### config.mk
export PLATFORM = sky130hd
export DESIGN_NAME = bus_cycle_seq
export DESIGN_NICKNAME = d
export VERILOG_FILES = /design/src/rtl/bcs_pkg.sv /design/src/rtl/bcs_strobe_dec.sv /design/src/rtl/bcs_wait_ctr.sv /design/src/rtl/bcs_refresh_ctr.sv /design/src/rtl/bus_cycle_seq.sv
export SDC_FILE = /design/constraint.sdc
export NUM_CORES = 1
export LEC_CHECK = 0
export BUFFER_PORTS_ARGS = -buffer_cell sky130_fd_sc_hd__buf_2
export CAP_MARGIN = 0
export CELL_PAD_IN_SITES_DETAIL_PLACEMENT = 0
export CELL_PAD_IN_SITES_GLOBAL_PLACEMENT = 1
export CORE_MARGIN = 2
export CORE_UTILIZATION = 34
export CTS_BUF_LIST = sky130_fd_sc_hd__clkbuf_16
export DETAILED_ROUTE_END_ITERATION = 7
export PLACE_DENSITY_LB_ADDON = 0.1
export SYNTH_ARGS = -nofsm -noshare
export SYNTH_HDL_FRONTEND = slang
export SYNTH_SLANG_ARGS = --single-unit
export TNS_END_PERCENT = 50
### constraint.sdc
create_clock -name clk -period 1.5 [get_ports clk]
set_input_delay 0.15 -clock clk [delete_from_list [all_inputs] [get_ports clk]]
set_output_delay 0.15 -clock clk [all_outputs]
set_load 0.01 [all_outputs]
### src/rtl/bcs_pkg.sv
package bcs_pkg;
  localparam logic [2:0] K_FETCH = 3'd0;
  localparam logic [2:0] K_MRD   = 3'd1;
  localparam logic [2:0] K_MWR   = 3'd2;
  localparam logic [2:0] K_IORD  = 3'd3;
  localparam logic [2:0] K_IOWR  = 3'd4;
  localparam logic [2:0] K_IACK  = 3'd5;

  typedef enum logic [2:0] {
    S_IDLE, S_T1, S_AW, S_T2, S_T3, S_RF, S_GNT
  } seq_state_e;

  typedef enum logic [1:0] { PH_OFF, PH_XFER, PH_RFSH } phase_e;

  typedef struct packed {
    logic m1_n;
    logic mreq_n;
    logic iorq_n;
    logic rd_n;
    logic wr_n;
    logic rfsh_n;
  } strobes_t;

  function automatic logic kind_is_write(logic [2:0] k);
    return (k == K_MWR) || (k == K_IOWR);
  endfunction
endpackage

### src/rtl/bcs_strobe_dec.sv
module bcs_strobe_dec
  import bcs_pkg::*;
(
  input  phase_e     phase,
  input  logic [2:0] kind,
  output strobes_t   strb
);
  always_comb begin
    strb = '{default: 1'b1};
    if (phase == PH_RFSH) begin
      strb.mreq_n = 1'b0;
      strb.rfsh_n = 1'b0;
    end else if (phase == PH_XFER) begin
      unique case (kind)
        K_FETCH: begin strb.m1_n = 1'b0; strb.mreq_n = 1'b0; strb.rd_n = 1'b0; end
        K_MWR:   begin strb.mreq_n = 1'b0; strb.wr_n = 1'b0; end
        K_IORD:  begin strb.iorq_n = 1'b0; strb.rd_n = 1'b0; end
        K_IOWR:  begin strb.iorq_n = 1'b0; strb.wr_n = 1'b0; end
        K_IACK:  begin strb.m1_n = 1'b0; strb.iorq_n = 1'b0; end
        default: begin strb.mreq_n = 1'b0; strb.rd_n = 1'b0; end
      endcase
    end
  end
endmodule

### src/rtl/bcs_wait_ctr.sv
module bcs_wait_ctr #(
  parameter int W = 2
) (
  input  logic         clk,
  input  logic         rst_n,
  input  logic         load,
  input  logic [W-1:0] load_val,
  input  logic         dec,
  output logic         is_zero,
  output logic         is_one
);
  logic [W-1:0] cnt;

  always_ff @(posedge clk or negedge rst_n) begin
    if (!rst_n)     cnt <= '0;
    else if (load)  cnt <= load_val;
    else if (dec)   cnt <= cnt - 1'b1;
  end

  assign is_zero = (cnt == '0);
  assign is_one  = (cnt == W'(1));


  auto_wait_step_chk: assert property (@(posedge clk) disable iff (!rst_n)
    (dec && !load && !is_zero) |=> (cnt == $past(cnt) - 1'b1));
endmodule

### src/rtl/bcs_refresh_ctr.sv
module bcs_refresh_ctr #(
  parameter int RCW = 7
) (
  input  logic           clk,
  input  logic           rst_n,
  input  logic           inc,
  output logic [RCW-1:0] cnt
);
  always_ff @(posedge clk or negedge rst_n) begin
    if (!rst_n)   cnt <= '0;
    else if (inc) cnt <= cnt + 1'b1;
  end


  refresh_wrap_chk: assert property (@(posedge clk) disable iff (!rst_n)
    inc |=> (cnt == $past(cnt) + 1'b1));

  refresh_hold_chk: assert property (@(posedge clk) disable iff (!rst_n)
    !inc |=> $stable(cnt));
endmodule

### src/rtl/bus_cycle_seq.sv
module bus_cycle_seq
  import bcs_pkg::*;
#(
  parameter int AW         = 16,
  parameter int DW         = 8,
  parameter int RCW        = 7,
  parameter int IO_WAITS   = 1,
  parameter int IACK_WAITS = 2
) (
  input  logic              clk,
  input  logic              rst_n,
  input  logic              req_valid,
  output logic              req_ready,
  input  logic [2:0]        req_kind,
  input  logic [AW-1:0]     req_addr,
  input  logic [DW-1:0]     req_wdata,
  output logic              rsp_valid,
  output logic [DW-1:0]     rsp_rdata,
  input  logic [AW-RCW-2:0] int_vec,
  output logic [AW-1:0]     bus_addr,
  output logic [DW-1:0]     bus_dout,
  input  logic [DW-1:0]     bus_din,
  output logic              bus_oe,
  output logic              data_oe,
  output logic              m1_n,
  output logic              mreq_n,
  output logic              iorq_n,
  output logic              rd_n,
  output logic              wr_n,
  output logic              rfsh_n,
  input  logic              wait_n,
  input  logic              busreq_n,
  output logic              busack_n
);
  localparam int MAXW = (IO_WAITS > IACK_WAITS) ? IO_WAITS : IACK_WAITS;
  localparam int WCW  = (MAXW < 1) ? 1 : $clog2(MAXW + 1);

  seq_state_e     st, st_nx;
  logic [2:0]     kind_q;
  logic [AW-1:0]  addr_q;
  logic [DW-1:0]  wdata_q;
  logic [RCW-1:0] rcnt;
  logic [WCW-1:0] auto_val;
  logic           accept, w_zero, w_one, in_xfer;
  phase_e         phase;
  strobes_t       strb;

  assign req_ready = (st == S_IDLE) && busreq_n;
  assign accept    = req_valid && req_ready;
  assign in_xfer   = (st == S_T1) || (st == S_AW) || (st == S_T2) || (st == S_T3);

  always_comb begin
    if (req_kind == K_IACK)                          auto_val = WCW'(IACK_WAITS);
    else if (req_kind == K_IORD || req_kind == K_IOWR) auto_val = WCW'(IO_WAITS);
    else                                             auto_val = '0;
  end

  bcs_wait_ctr #(.W(WCW)) u_wait (
    .clk(clk), .rst_n(rst_n), .load(accept), .load_val(auto_val),
    .dec(st == S_AW), .is_zero(w_zero), .is_one(w_one)
  );

  bcs_refresh_ctr #(.RCW(RCW)) u_rfsh (
    .clk(clk), .rst_n(rst_n), .inc(st == S_RF), .cnt(rcnt)
  );

  always_comb begin
    st_nx = st;
    unique case (st)
      S_IDLE: if (!busreq_n) st_nx = S_GNT;
              else if (req_valid) st_nx = S_T1;
      S_T1:   st_nx = w_zero ? S_T2 : S_AW;
      S_AW:   if (w_one) st_nx = S_T2;
      S_T2:   if (wait_n) st_nx = S_T3;
      S_T3:   st_nx = (kind_q == K_FETCH) ? S_RF : S_IDLE;
      S_RF:   st_nx = S_IDLE;
      S_GNT:  if (busreq_n) st_nx = S_IDLE;
      default: st_nx = S_IDLE;
    endcase
  end

  always_ff @(posedge clk or negedge rst_n) begin
    if (!rst_n) begin
      st        <= S_IDLE;
      kind_q    <= '0;
      addr_q    <= '0;
      wdata_q   <= '0;
      rsp_valid <= 1'b0;
      rsp_rdata <= '0;
    end else begin
      st        <= st_nx;
      rsp_valid <= (st == S_T3);
      if (st == S_T3) rsp_rdata <= bus_din;
      if (accept) begin
        kind_q  <= req_kind;
        addr_q  <= req_addr;
        wdata_q <= req_wdata;
      end
    end
  end

  assign phase = (st == S_RF) ? PH_RFSH : (in_xfer ? PH_XFER : PH_OFF);

  bcs_strobe_dec u_dec (.phase(phase), .kind(kind_q), .strb(strb));

  assign m1_n     = strb.m1_n;
  assign mreq_n   = strb.mreq_n;
  assign iorq_n   = strb.iorq_n;
  assign rd_n     = strb.rd_n;
  assign wr_n     = strb.wr_n;
  assign rfsh_n   = strb.rfsh_n;
  assign busack_n = (st != S_GNT);
  assign bus_oe   = (st != S_GNT);
  assign data_oe  = in_xfer && kind_is_write(kind_q);
  assign bus_dout = wdata_q;
  assign bus_addr = (st == S_RF) ? {int_vec, 1'b0, rcnt} : addr_q;


  fetch_strobe_chk: assert property (@(posedge clk) disable iff (!rst_n)
    (!m1_n && !mreq_n) |-> (!rd_n && wr_n && iorq_n && rfsh_n));

  req_mutex_chk: assert property (@(posedge clk) disable iff (!rst_n)
    !(!mreq_n && !iorq_n));

  iack_strobe_chk: assert property (@(posedge clk) disable iff (!rst_n)
    (!m1_n && !iorq_n) |-> (rd_n && wr_n));

  refresh_slot_chk: assert property (@(posedge clk) disable iff (!rst_n)
    !rfsh_n |-> (!mreq_n && m1_n && rd_n && wr_n && !bus_addr[RCW]));

  refresh_follow_chk: assert property (@(posedge clk) disable iff (!rst_n)
    (!m1_n && !mreq_n && st == S_T3) |=> !rfsh_n);

  ext_wait_hold_chk: assert property (@(posedge clk) disable iff (!rst_n)
    (st == S_T2 && !wait_n) |=> (st == S_T2));

  rsp_pulse_chk: assert property (@(posedge clk) disable iff (!rst_n)
    rsp_valid |=> !rsp_valid);

  grant_float_chk: assert property (@(posedge clk) disable iff (!rst_n)
    !busack_n |-> (!bus_oe && !data_oe && mreq_n && iorq_n && rd_n && wr_n && !req_ready));
endmodule

==> impl_metrics.json <==
{
  "status": "finished, violations left",
  "violations": "setup timing",
  "hpwl_mm": 3.713,
  "setup_viol": 50,
  "start_util": 0.3546,
  "final_layout_size_suffix_gt1_frac": 0.5851,
  "dpl_cell_area_um2": 3039,
  "clk_pin_slew_ps": 60,
  "most-common-layout-cells": "buf_2 (85), dfrtp_1 (45), nand2_1 (39)",
  "required_ps": 1350,
  "dp_slack_ps": -30.13,
  "irDropWorstVdd_uv": 852.7,
  "synth_edf_count": 0,
  "globalplace.congestion": 0.7151,
  "netlist_area_um2": 2436,
  "synth_compound_area_frac": 0.04777,
  "hold_viol": 0,
  "fin_crit_sh": 1.097,
  "root_buffer": "clkbuf_16",
  "skew_ps": 5.840,
  "die_w_um": 88.65,
  "power_density_nw_per_um2": 1970,
  "syn_inst": 213,
  "top_usage_layer": "met2",
  "synthSimpleGateAreaFrac": 0.1623,
  "synth_adder_area_share": 0.01541,
  "overflow": 0,
  "ys_seq_area_frac": 0.4931,
  "holdWs_ps": 91.33,
  "port_buffers": 90,
  "async_flop_share": 1.000,
  "final_area_um2": 3541,
  "ant_nets": 0,
  "clock_sinks": 48,
  "relSlewSlack": 0.8190,
  "synth_top_family_by_area": "multiplexers",
  "diodes": 0,
  "h-tree-depth": 2,
  "cp-end-kind": "output port",
  "seqPwrFrac": 0.337,
  "fin_crit_ps": 1646,
  "grt_first_pass_wirelength_mm": 8.321,
  "max_cap_violations": 0,
  "ys_warn_count": 0,
  "n_fill_cell": 647,
  "final_common_cell": "buf_2",
  "globalRouteTotalUtil": 0.1347,
  "rsz0062_at_grt": "yes",
  "dieArea_um2": 7858,
  "core_area_um2": 6869,
  "ys_ff_latch": 48,
  "setup_slack_ps": -145.8,
  "synth_xor_area_frac": 0.03236,
  "hp-class": "in2reg",
  "wire_per_inst_um": 13.20,
  "use_met2": 0.2049,
  "final_nets": 373,
  "p_int_mw": 4.621,
  "seqCellArea_um2": 1205,
  "synth_mux_area_frac": 0.2060,
  "synthFlopType": "dfrtp_1",
  "cts_buffers": 5,
  "grt_max_degree": 49,
  "cp.arrival_ps": 1500,
  "syn2layout_area_growth_pct": 45.35,
  "synth_fp_nets": 264,
  "drcViolationCount": 0,
  "multi_input_area_um2": 1239,
  "max_freq_mhz": 607.6,
  "die_y_um": 88.65,
  "cts_tree": "done",
  "avgSynthCellArea_um2": 11.44,
  "grt_pass1_vias": 1820,
  "tightest_slew_ps": 270.6,
  "num_vias": 1884,
  "ios": 91,
  "clkPwrFrac": 0.176,
  "drtIter0Drc": 52,
  "finalWirelength_mm": 5.529,
  "synth.distinct_cells": 38,
  "combPwrFrac": 0.487,
  "power_switching_mw": 2.354,
  "critPathKind": "reg2out",
  "viasPerCell": 4.496,
  "clk_latency_ps": 280,
  "cts_buffer_depth": 2,
  "antenna_found_initial": 0,
  "power.leakage_nw": 1.828,
  "slew_violations": 0,
  "grtUsageMet3": 0.04291,
  "p_sw_frac": 0.3375,
  "start_kind": "flip-flop",
  "first_pass_iters": 2,
  "path_max_fanout": 10,
  "rows": 30,
  "use_met1": 0.1842
}
==> worst max-delay path, stage by stage (launching register included) <==
cell      delay, ps
dfrtp_2         440
buf_6           150
o21ai_2         110
nand2b_4         60
or3_1           310
buf_2           150
==> metrics by stage <==
| stage | TNS (ps) | power [mW] | instances | utilization |
|---|---|---|---|---|
| 3_3_place_gp | -134.9 | 5.226 | 399 | 0.4424 |
| 5_1_grt | -6692 | 7.447 | 419 | 0.5155 |
| 2_1_floorplan | 0 | 4.203 | 213 | - |
| 6_report | -3521 | 6.975 | 419 | 0.5155 |
| 3_5_place_dp | -30.13 | 5.242 | 399 | 0.4424 |
| 4_1_cts | -2799 | 6.670 | 414 | 0.4823 |
==> power by group through the flow <==
stage,clock network [mW],registers (mW),logic (mW)
floorplan,0,2.33,1.87
global placement,0,2.30,2.92
detailed placement,0,2.29,2.95
CTS,1.26,2.30,3.10
global route,1.31,2.43,3.71
finish,1.23,2.35,3.40
==> flip-flops by register name, summed over array words and instances (netlist names) <==
signal / count
rsp_valid: 1
addr_q: 16
bus_dout: 8
st: 3
u_wait.cnt: 2
rsp_rdata: 8
kind_q: 3
u_rfsh.cnt: 7
==> Yosys cell counts, types with 3 or more instances <==
cell type  instances  area, um2
nand2b_1           4      25.02
o211ai_1           3      22.52
buf_6              3      33.78
mux2_4            26      390.4
nand3_1            3      15.01
buf_2              6      30.03
nand2_1           58      217.7
ha_1               3      37.54
inv_1              6      22.52
mux2_2             9      101.4
nor2_1             3      11.26
a21oi_1            3      15.01
xnor2_1            7      61.31
dfrtp_1           48       1201
==> repair_timing <==
action | 4_1_cts | 5_1_grt
setup buffers | 5 | 4
resized for setup | 21 | 42
gates cloned | 1 | 2
pin swaps | 3 | 28
hold endpoints to repair | 48 | 0
hold buffers | 1 | 0
endpoints found under the setup margin | 24 | 62
==> routing by layer <==
metal	up-vias	share of wire	wire length, um
met5	-	0	0
met4	0	0.010	58
met3	7	0.063	349
met2	61	0.43	2357
met1	879	0.50	2764
li1	937	-	-
==> final cells by class <==
type                    count  share of cell area
multi-input cells         147              0.3498
clock inverters             3             0.01060
inverters                   6            0.007067
flip-flops and latches     48              0.3403
clock buffers               5             0.03534
well taps                  96             0.03392
repair buffers            114              0.2230
==> final timing paths <==
path,to,slack (ps),cells past startpoint,startpoint
worst max-delay path,m1_n,-150,5,st[2]
worst min-delay path,bus_dout[3],90,2,req_wdata[3]
worst max register to register,kind_q[0],-70,5,st[2]
worst min register to register,rsp_rdata[6],500,1,rsp_rdata[6]
max in group asynchronous,st[0],880,3,rst_n
min in group asynchronous,rsp_rdata[4],380,3,rst_n
==> cells by family (layout without fill, tap and decap cells) <==
| logic type | Yosys count | count (layout) |
|---|---|---|
| adder cells (fa/ha/maj) | 3 | 3 |
| multiplexers | 36 | 36 |
| AO/OA/AOI/OAI | 16 | 16 |
| buffers and inverters | 18 | 128 |
| XOR/XNOR | 9 | 9 |
| flip-flops | 48 | 48 |
| AND/OR/NAND/NOR | 83 | 83 |
Note: power is estimated with default switching activity, not from simulation.
